`src/rtl/wser_pkg.sv`:
```
package wser_pkg;
    typedef enum logic [1:0] {
        ST_IDLE = 2'd0,
        ST_DATA = 2'd1,
        ST_TAIL = 2'd2
    } wser_state_e;
endpackage

```
`src/rtl/wser_slot_timer.sv`:
```
module wser_slot_timer #(
    parameter int TICKS_PER_BIT = 4
) (
    input  logic clk,
    input  logic rst_n,
    input  logic run,
    input  logic restart,
    input  logic tick,
    output logic slot_end
);
    localparam int CW = $clog2(TICKS_PER_BIT + 1);
    localparam logic [CW-1:0] LAST = CW'(TICKS_PER_BIT - 1);

    logic [CW-1:0] cnt;

    assign slot_end = run && tick && (cnt == LAST);

    always_ff @(posedge clk) begin
        if (!rst_n) begin
            cnt <= '0;
        end else if (restart || !run) begin
            cnt <= '0;
        end else if (tick) begin
            cnt <= slot_end ? '0 : cnt + 1'b1;
        end
    end

    generate
        if (TICKS_PER_BIT > 1) begin : g_spacing

            slot_spacing_chk: assert property (@(posedge clk) disable iff (!rst_n)
                slot_end |=> !slot_end);
        end
    endgenerate
endmodule

```
`src/rtl/wser_shifter.sv`:
```
module wser_shifter #(
    parameter int DATA_BITS  = 8,
    parameter int SYNC_EXTRA = 2,
    localparam int FRAME_BITS = DATA_BITS + SYNC_EXTRA,
    localparam int IW = $clog2(FRAME_BITS + 1)
) (
    input  logic                 clk,
    input  logic                 rst_n,
    input  logic                 load,
    input  logic                 load_sync,
    input  logic [DATA_BITS-1:0] load_data,
    input  logic                 shift,
    output logic                 head_bit,
    output logic [IW-1:0]        idx,
    output logic                 frame_sync
);
    localparam logic [IW-1:0] FLAST = IW'(FRAME_BITS - 1);

    logic [FRAME_BITS-1:0] sr;

    assign head_bit = sr[FRAME_BITS-1];

    always_ff @(posedge clk) begin
        if (!rst_n) begin
            sr         <= '0;
            idx        <= '0;
            frame_sync <= 1'b0;
        end else if (load) begin
            sr         <= load_sync ? {{DATA_BITS{1'b1}}, {SYNC_EXTRA{1'b0}}}
                                    : {load_data, {SYNC_EXTRA{1'b0}}};
            idx        <= '0;
            frame_sync <= load_sync;
        end else if (shift) begin
            sr  <= {sr[FRAME_BITS-2:0], 1'b0};
            idx <= idx + 1'b1;
        end
    end


    idx_range_chk: assert property (@(posedge clk) disable iff (!rst_n)
        idx <= FLAST);
endmodule

```
`src/rtl/disk_wr_serializer.sv`:
```
module disk_wr_serializer
    import wser_pkg::*;
#(
    parameter int TICKS_PER_BIT = 4,
    parameter int DATA_BITS     = 8,
    parameter int SYNC_EXTRA    = 2
) (
    input  logic                 clk,
    input  logic                 rst_n,
    input  logic                 tick,
    input  logic [DATA_BITS-1:0] wr_byte,
    input  logic                 wr_valid,
    input  logic                 wr_sync,
    output logic                 bit_out,
    output logic                 bit_valid,
    output logic                 ready
);
    localparam int FRAME_BITS = DATA_BITS + SYNC_EXTRA;
    localparam int IW = $clog2(FRAME_BITS + 1);
    localparam logic [IW-1:0] DLAST = IW'(DATA_BITS - 1);
    localparam logic [IW-1:0] FLAST = IW'(FRAME_BITS - 1);

    wser_state_e state, state_nx;
    logic        slot_end, last_slot, frame_done, accept, shift;
    logic        head_bit, frame_sync;
    logic [IW-1:0] idx;

    wser_slot_timer #(.TICKS_PER_BIT(TICKS_PER_BIT)) u_timer (
        .clk      (clk),
        .rst_n    (rst_n),
        .run      (state != ST_IDLE),
        .restart  (accept),
        .tick     (tick),
        .slot_end (slot_end)
    );

    wser_shifter #(.DATA_BITS(DATA_BITS), .SYNC_EXTRA(SYNC_EXTRA)) u_shift (
        .clk        (clk),
        .rst_n      (rst_n),
        .load       (accept),
        .load_sync  (wr_sync),
        .load_data  (wr_byte),
        .shift      (shift),
        .head_bit   (head_bit),
        .idx        (idx),
        .frame_sync (frame_sync)
    );

    assign last_slot  = ((state == ST_DATA) && !frame_sync && (idx == DLAST)) ||
                        ((state == ST_TAIL) && (idx == FLAST));
    assign frame_done = last_slot && slot_end;
    assign ready      = (state == ST_IDLE) || frame_done;
    assign accept     = wr_valid && ready;
    assign shift      = slot_end && !frame_done;

    always_comb begin
        state_nx = state;
        unique case (state)
            ST_IDLE: if (accept) state_nx = ST_DATA;
            ST_DATA: begin
                if (slot_end && (idx == DLAST)) begin
                    if (frame_sync)  state_nx = ST_TAIL;
                    else if (accept) state_nx = ST_DATA;
                    else             state_nx = ST_IDLE;
                end
            end
            ST_TAIL: begin
                if (frame_done) state_nx = accept ? ST_DATA : ST_IDLE;
            end
            default: state_nx = ST_IDLE;
        endcase
    end

    always_ff @(posedge clk) begin
        if (!rst_n) state <= ST_IDLE;
        else        state <= state_nx;
    end

    always_comb begin
        bit_out   = (state != ST_IDLE) ? head_bit : 1'b0;
        bit_valid = slot_end;
    end


    tail_zero_chk: assert property (@(posedge clk) disable iff (!rst_n)
        (state == ST_TAIL) |-> (bit_out == 1'b0));

    tail_sync_chk: assert property (@(posedge clk) disable iff (!rst_n)
        (state == ST_TAIL) |-> frame_sync);

    go_idle_chk: assert property (@(posedge clk) disable iff (!rst_n)
        (frame_done && !accept) |=> (state == ST_IDLE));

    chain_chk: assert property (@(posedge clk) disable iff (!rst_n)
        (frame_done && accept) |=> ((state == ST_DATA) && (idx == '0)));
endmodule

```
`config.mk`:
```
export PLATFORM = sky130hd
export DESIGN_NAME = disk_wr_serializer
export DESIGN_NICKNAME = d
export VERILOG_FILES = /design/src/rtl/wser_pkg.sv /design/src/rtl/wser_slot_timer.sv /design/src/rtl/wser_shifter.sv /design/src/rtl/disk_wr_serializer.sv
export SDC_FILE = /design/constraint.sdc
export NUM_CORES = 1
export LEC_CHECK = 0
export BUFFER_PORTS_ARGS = -buffer_cell sky130_fd_sc_hd__buf_2
export CAP_MARGIN = 20
export CORE_ASPECT_RATIO = 0.75
export CORE_MARGIN = 10
export CORE_UTILIZATION = 40
export CTS_CLUSTER_DIAMETER = 40
export DETAILED_ROUTE_END_ITERATION = 7
export GPL_TIMING_DRIVEN = 0
export REMOVE_ABC_BUFFERS = 1
export SYNTH_ARGS = -nofsm -noshare
export SYNTH_HDL_FRONTEND = slang
export SYNTH_SLANG_ARGS = --single-unit
```
`constraint.sdc`:
```
create_clock -name clk -period 2.8 [get_ports clk]
set_clock_uncertainty 0.05 [all_clocks]
set_input_delay 0.56 -clock clk [delete_from_list [all_inputs] [get_ports clk]]
set_output_delay 0.56 -clock clk [all_outputs]
set_load 0.005 [all_outputs]
```
* After elaboration in Yosys (flattened, before gate mapping)
Cells that the tools add are included.
Operators by class: divide/modulo/power cells 0, bitwise gates (word level) 1, add/sub/neg operators 2, shift-type cells 0, eq/ne operators 8, $mul 0, $lt $le $gt $ge 0, muxes and demuxes 11, reduce and logical (&&, ||, !) cells 21
Operators with widths (number):
- 10-bit two-way mux | 3
- 1-bit logical AND | 9
- 2-bit two-way mux | 4
- 2-bit case mux with 3 select lines | 1
- 4-bit by 1-bit adder with 4-bit output, second input constant | 1
- 4-bit by 3-bit equality test with 1-bit output, second input constant | 1
- 4-bit equality test, second input constant | 1
- 2-bit by 1-bit inequality test with 1-bit output, second input constant | 2
- 2-bit nonzero test | 2
- 2-bit OR reduction | 2
- 3-bit by 1-bit adder with 3-bit output, second input constant | 1
- 3-bit by 2-bit equality test with 1-bit output, second input constant | 1
- 1-bit logical NOT | 3
- 1-bit logical OR | 3
- 3-bit two-way mux | 1
- 3-bit AND reduction | 1
- 2-bit by 1-bit equality test with 1-bit output, second input constant | 1
- 2-bit equality test, second input constant | 1
- 2-bit logical NOT | 1
- 1-bit two-way mux | 2
- 2-bit inequality test, second input constant | 1
- 1-bit inverter | 1
Word-level totals: latch bits 0, word-level logic and storage cells 48, memories kept 0, bits of input ports 13, output and inout bits 3, bits in registers 20, RAM bits 0, bits in read-only memories 0

* Longest topological paths before layout
depth after elaboration 11, mapped depth 8, depth with buffers taken out 7

* Cells and area by module
From an unflattened synthesis, not the netlist that was laid out.
Second synthesis, totals: cell total of the unflattened synthesis 88, area, all modules 948.4 um^2
By module, submodules not included:
- wser_shifter | instances 1, cells an instance 49, area each 595.6 um^2, sequential area each 260.2 um^2
- disk_wr_serializer | instances 1, cells an instance 27, area each 215.2 um^2, sequential area each 40.0 um^2
- wser_slot_timer | instances 1, cells an instance 12, area each 137.6 um^2, sequential area each 60.1 um^2

* Worst setup path after synthesis
Ideal clock, no wire load.
kind reg2out, from register u_shift.idx[0], to output port ready, required time 2.190 ns, arrival 1.503 ns, slack 0.687 ns, buffers on the path 1, cell stages (with the launch flop) 7, path through dfxtp_1 > ha_1 > nand3b_1 > or3b_4 > buf_6 > a21oi_1 > or2_2
On the way: longest elaborated chain between the ends 5, elaborated cells between the ends (all ways) 7, those cells by class 2 x eq/ne; 5 x reduce/logical
Ends and longest elaborated chain:
- start: declaration | line wser_shifter.sv:14 | output logic [IW-1:0] idx,
- start signal: assignment | line wser_shifter.sv:35 | idx <= idx + 1'b1;
- 4-bit by 3-bit equality test with 1-bit output / 4-bit equality test (equally long branches) | line disk_wr_serializer.sv:49, disk_wr_serializer.sv:50
- 1-bit logical AND, on equally long branches | line disk_wr_serializer.sv:49, disk_wr_serializer.sv:50
- 1-bit logical OR * | line disk_wr_serializer.sv:49 | assign last_slot = ((state == ST_DATA) && !frame_sync && (idx == DLAST)) ||
- 1-bit logical AND * | line disk_wr_serializer.sv:51 | assign frame_done = last_slot && slot_end;
- 1-bit logical OR * | line disk_wr_serializer.sv:52 | assign ready = (state == ST_IDLE) || frame_done;
- end: declaration | line disk_wr_serializer.sv:16 | output logic ready
Mark *: on every way between the ends. The rest lies on a longest branch, timed or not.

* Worst setup path after layout
Same ends and word-level chain as after synthesis.

==> metrics.txt <==
# TYPE chip_impl_metric gauge
chip_impl_metric{name="grt_antenna_before_repair",unit=""} 0
chip_impl_metric{name="timing.max_slew.rel_slack",unit="%"} 69.01
chip_impl_metric{name="yosys_register_bits",unit=""} 18
chip_impl_metric{name="crit_required",unit="ns"} 2.19
chip_impl_info{name="worst_hold_path_type",value="reg2reg"} 1
chip_impl_metric{name="total_congestion_overflow",unit=""} 0
chip_impl_metric{name="synth.mux.area_fraction",unit="%"} 1.954
chip_impl_metric{name="post_synth_xor_area_fraction",unit="%"} 1.709
chip_impl_metric{name="synth-seq-area-share",unit="%"} 35.16
chip_impl_info{name="rsz0062_at_grt",value="no"} 1
chip_impl_metric{name="synthesis.area",unit="mm^2"} 0.001025
chip_impl_metric{name="combinational_share_of_power",unit="%"} 13.0
chip_impl_metric{name="dpl_cell_area",unit="mm^2"} 0.001102
chip_impl_metric{name="synth_edf_count",unit=""} 0
chip_impl_info{name="cts-root-buf",value="sky130_fd_sc_hd__clkbuf_4"} 1
chip_impl_metric{name="worst_slew_pin_slew",unit="ns"} 0.4648
chip_impl_metric{name="design.die.area",unit="mm^2"} 0.005008
chip_impl_info{name="crit_path_start_kind",value="flip-flop"} 1
chip_impl_metric{name="vdd_drop_max",unit="mV"} 0.2215
chip_impl_metric{name="via_count",unit=""} 962
chip_impl_metric{name="area_delta_synth_final",unit="%"} 13.31
chip_impl_info{name="outcome",value="completed"} 1
chip_impl_metric{name="postLayoutCellArea",unit="mm^2"} 0.001161
chip_impl_info{name="cp_cell_sequence",value="ha_1, nand3b_1, or3b_4, a21oi_1, or2_2, buf_2"} 1
chip_impl_metric{name="path_max_fanout",unit=""} 11
chip_impl_metric{name="clock_power_share",unit="%"} 32.7
chip_impl_metric{name="clock_insertion_delay_at_the_later_pin_of_the_skew_report",unit="ns"} 0.30
chip_impl_metric{name="nets",unit=""} 156
chip_impl_metric{name="cts_resized",unit=""} 0
chip_impl_metric{name="cts.path.max_buffers",unit=""} 2
chip_impl_metric{name="numCtsBuffers",unit=""} 3
chip_impl_metric{name="maxSlewViolCount",unit=""} 0
chip_impl_info{name="tritoncts",value="built"} 1
chip_impl_metric{name="post_synth_fa_ha_maj_area_fraction",unit="%"} 3.663
chip_impl_metric{name="setup-tns-final",unit="ns"} 0
chip_impl_metric{name="first_global_vias",unit=""} 877
chip_impl_metric{name="p_int",unit="W"} 0.0003799
chip_impl_metric{name="multi_input_comb_area",unit="um^2"} 581.8
chip_impl_metric{name="clk_pin_slew",unit="ns"} 0.11
chip_impl_metric{name="die_w",unit="um"} 78.45
chip_impl_metric{name="post-cts-setup-buffer-count",unit=""} 0
chip_impl_metric{name="netSwitchingPower",unit="W"} 0.0001343
chip_impl_info{name="end_kind",value="output port"} 1
chip_impl_metric{name="synth.avg_cell_area",unit="um^2"} 8.331
chip_impl_metric{name="drt_pre_antenna_iters",unit=""} 4
chip_impl_metric{name="y_dimension_of_the_die",unit="um"} 63.84
chip_impl_metric{name="initial_core_util",unit="%"} 43.33
chip_impl_metric{name="setup_viol",unit=""} 0
chip_impl_metric{name="port_buffer_count",unit=""} 15
chip_impl_metric{name="p_per_area",unit="mW/mm^2"} 442.9
chip_impl_metric{name="ys_async_sr_fraction",unit="%"} 0
chip_impl_metric{name="dp_worst_setup_slack",unit="ns"} 0.3548
chip_impl_metric{name="fp-row-count",unit=""} 15
chip_impl_info{name="path_class",value="reg2out"} 1
chip_impl_metric{name="num-fill-cells",unit=""} 237
chip_impl_info{name="path_delay_family",value="simple AND/OR/NAND/NOR gates"} 1
chip_impl_metric{name="drt-total-wl",unit="um"} 2533
chip_impl_metric{name="finalWeightedCongestion",unit=""} 0.7769
chip_impl_metric{name="synth-warning-count",unit=""} 0
chip_impl_metric{name="antenna_cells_inserted",unit=""} 0
chip_impl_metric{name="fmax",unit="MHz"} 380.5
chip_impl_metric{name="timing.final.crit_period",unit="ns"} 2.628
chip_impl_metric{name="final_cell_count_no_fill",unit=""} 173
chip_impl_metric{name="p_sw_share",unit="%"} 26.12
chip_impl_info{name="synth_flop_cell",value="sky130_fd_sc_hd__dfxtp_1"} 1
chip_impl_metric{name="clock_sinks",unit=""} 18
chip_impl_metric{name="count_of_final_hold_check_violations",unit=""} 0
chip_impl_metric{name="regArea",unit="um^2"} 360.3
chip_impl_metric{name="critPathBufInv",unit=""} 1
chip_impl_metric{name="layout_setup_ws",unit="ns"} 0.1717
chip_impl_info{name="combinational_family_with_the_most_area_after_synthesis",value="compound AO/OA/AOI/OAI gates"} 1
chip_impl_metric{name="compound_cell_area_share_of_the_yosys_netlist",unit="%"} 25.03
chip_impl_metric{name="grt_start_max_net_pins",unit=""} 14
chip_impl_metric{name="crit_path_max_incr_delay",unit="ns"} 0.48
chip_impl_metric{name="grtUsageTotal",unit="%"} 10.15
chip_impl_metric{name="route.detailed.drc",unit=""} 0
chip_impl_metric{name="avgViaCountPerCell",unit=""} 5.561
chip_impl_metric{name="synth.lib_cells_used.distinct",unit=""} 35
chip_impl_metric{name="antenna_left",unit=""} 0
chip_impl_metric{name="sequentialPowerShare",unit="%"} 54.3
chip_impl_metric{name="htree_num_levels",unit=""} 1
chip_impl_metric{name="synthCells",unit=""} 123
chip_impl_metric{name="wire_per_inst",unit="um"} 14.64
chip_impl_info{name="timing.critical_path.slowest_stage_cell",value="sky130_fd_sc_hd__or3b_4"} 1
chip_impl_metric{name="power_leakage",unit="nW"} 0.4925
chip_impl_metric{name="grt_first_pass_wirelength",unit="um"} 4209
chip_impl_metric{name="detailedPlacementHpwl",unit="um"} 1822
chip_impl_metric{name="detailedRoute.firstIterationViolations",unit=""} 93
chip_impl_metric{name="fin_total_pwr",unit="W"} 0.0005143
chip_impl_metric{name="fraction_of_layout_cells_with_a_size_suffix_above_1",unit="%"} 20.86
chip_impl_metric{name="hold_fix_buffers_cts",unit=""} 0
chip_impl_metric{name="core-area",unit="mm^2"} 0.002365
chip_impl_metric{name="design.portCount",unit=""} 16
chip_impl_metric{name="worstPathArrival",unit="ns"} 2.02
chip_impl_metric{name="synth-simple-area-share",unit="%"} 24.42
chip_impl_metric{name="min_period_over_period",unit="%"} 93.87
chip_impl_metric{name="drv_cap",unit=""} 0
chip_impl_metric{name="place.detailed.instances",unit=""} 166
[layout by cell type (no fill, tap or decap), types with 2 or more instances in the layout]
cell and n:
sky130_fd_sc_hd__o21ai_0 9, sky130_fd_sc_hd__a22o_1 6, sky130_fd_sc_hd__ha_1 3, sky130_fd_sc_hd__a211oi_1 2, sky130_fd_sc_hd__a21oi_1 12, sky130_fd_sc_hd__or2_2 2, sky130_fd_sc_hd__nand2_1 3, sky130_fd_sc_hd__dfxtp_1 18
sky130_fd_sc_hd__nor2_1 9, sky130_fd_sc_hd__or3_1 3, sky130_fd_sc_hd__inv_1 10, sky130_fd_sc_hd__buf_4 3, sky130_fd_sc_hd__nand4_1 8, sky130_fd_sc_hd__clkbuf_4 3, sky130_fd_sc_hd__xor2_1 2, sky130_fd_sc_hd__nand3_1 12
sky130_fd_sc_hd__buf_2 15, sky130_fd_sc_hd__mux2i_1 2
[cell type report]
type / instances / area share [%]
Multi-Input combinational cell: 88 / 50.11
Clock buffer: 4 / 3.125
Timing Repair Buffer: 18 / 8.405
Inverter: 11 / 3.664
Sequential cell: 18 / 31.03
Tap cell: 34 / 3.664
[power groups by stage]
stage                     clock [W]  combinational, W  sequential (W)
final                      0.000168         0.0000669        0.000279
after global routing       0.000187         0.0000743        0.000281
after CTS                  0.000173         0.0000663        0.000279
after detailed placement          0         0.0000662        0.000284
after global placement            0         0.0000645        0.000284
after floorplan                   0         0.0000428        0.000282
[worst reg2reg max path, stage by stage (launching register included)]
cell and delay, ns:
sky130_fd_sc_hd__dfxtp_1 0.41, sky130_fd_sc_hd__ha_1 0.20, sky130_fd_sc_hd__nand3b_1 0.13, sky130_fd_sc_hd__or3b_4 0.49, sky130_fd_sc_hd__a211o_1 0.51, sky130_fd_sc_hd__a211oi_1 0.32, sky130_fd_sc_hd__a311oi_2 0.08
[stage by stage]
stage / hold slack (ns) / utilization, %
floorplan: 0.3553 / -
global placement: 0.3614 / 46.61
detailed placement: 0.3647 / 46.61
CTS: 0.3813 / 48.15
global route: 0.4128 / 49.10
finish: 0.3779 / 49.10
[sequential cells by signal, summed over array words and instances (netlist names)]
name and count:
u_shift.sr 8, u_shift.idx 4, u_timer.cnt 3, state 2, u_shift.frame_sync 1
[routing by layer]
layer	track usage [%]	routed length, um
met1	14.46	1261
met2	13.01	991
met3	5.168	262
met4	2.009	17
met5	0	0
[cell families (layout without fill, tap and decap cells)]
logic type / count (synthesis) / after routing
AOI/OAI and AO/OA: 36 / 36
xor gates and xnor gates: 2 / 2
adders and majority gates: 3 / 3
buffers and inverters: 17 / 33
DFF: 18 / 18
muxes: 2 / 2
and+or+nand+nor: 45 / 45
[Yosys cell counts (2+ instances only)]
master,instances,area [um^2]
sky130_fd_sc_hd__a22o_1,6,52.55
sky130_fd_sc_hd__or2_2,2,12.51
sky130_fd_sc_hd__a211oi_1,2,15.01
sky130_fd_sc_hd__nand3_1,12,60.06
sky130_fd_sc_hd__a21oi_1,12,60.06
sky130_fd_sc_hd__dfxtp_1,18,360.4
sky130_fd_sc_hd__or3_1,3,18.77
sky130_fd_sc_hd__nand4_1,8,50.05
sky130_fd_sc_hd__nor2_1,9,33.78
sky130_fd_sc_hd__o21ai_0,9,45.04
sky130_fd_sc_hd__nand2_1,3,11.26
sky130_fd_sc_hd__ha_1,3,37.54
sky130_fd_sc_hd__inv_1,10,37.54
sky130_fd_sc_hd__buf_6,2,22.52
sky130_fd_sc_hd__buf_2,2,10.01
sky130_fd_sc_hd__mux2i_1,2,20.02
sky130_fd_sc_hd__xor2_1,2,17.52
[path summary, 6_finish.rpt]
path	start	to	slack, ns	cells after the start
worst max-delay path	u_shift.idx[0]	ready	0.17	6
worst min-delay path	u_timer.cnt[2]	u_timer.cnt[2]	0.38	2
worst max register to register	u_shift.idx[0]	u_shift.sr[9]	0.49	6
worst min register to register	u_timer.cnt[2]	u_timer.cnt[2]	0.38	2
Note: power is estimated with default switching activity, not from simulation.
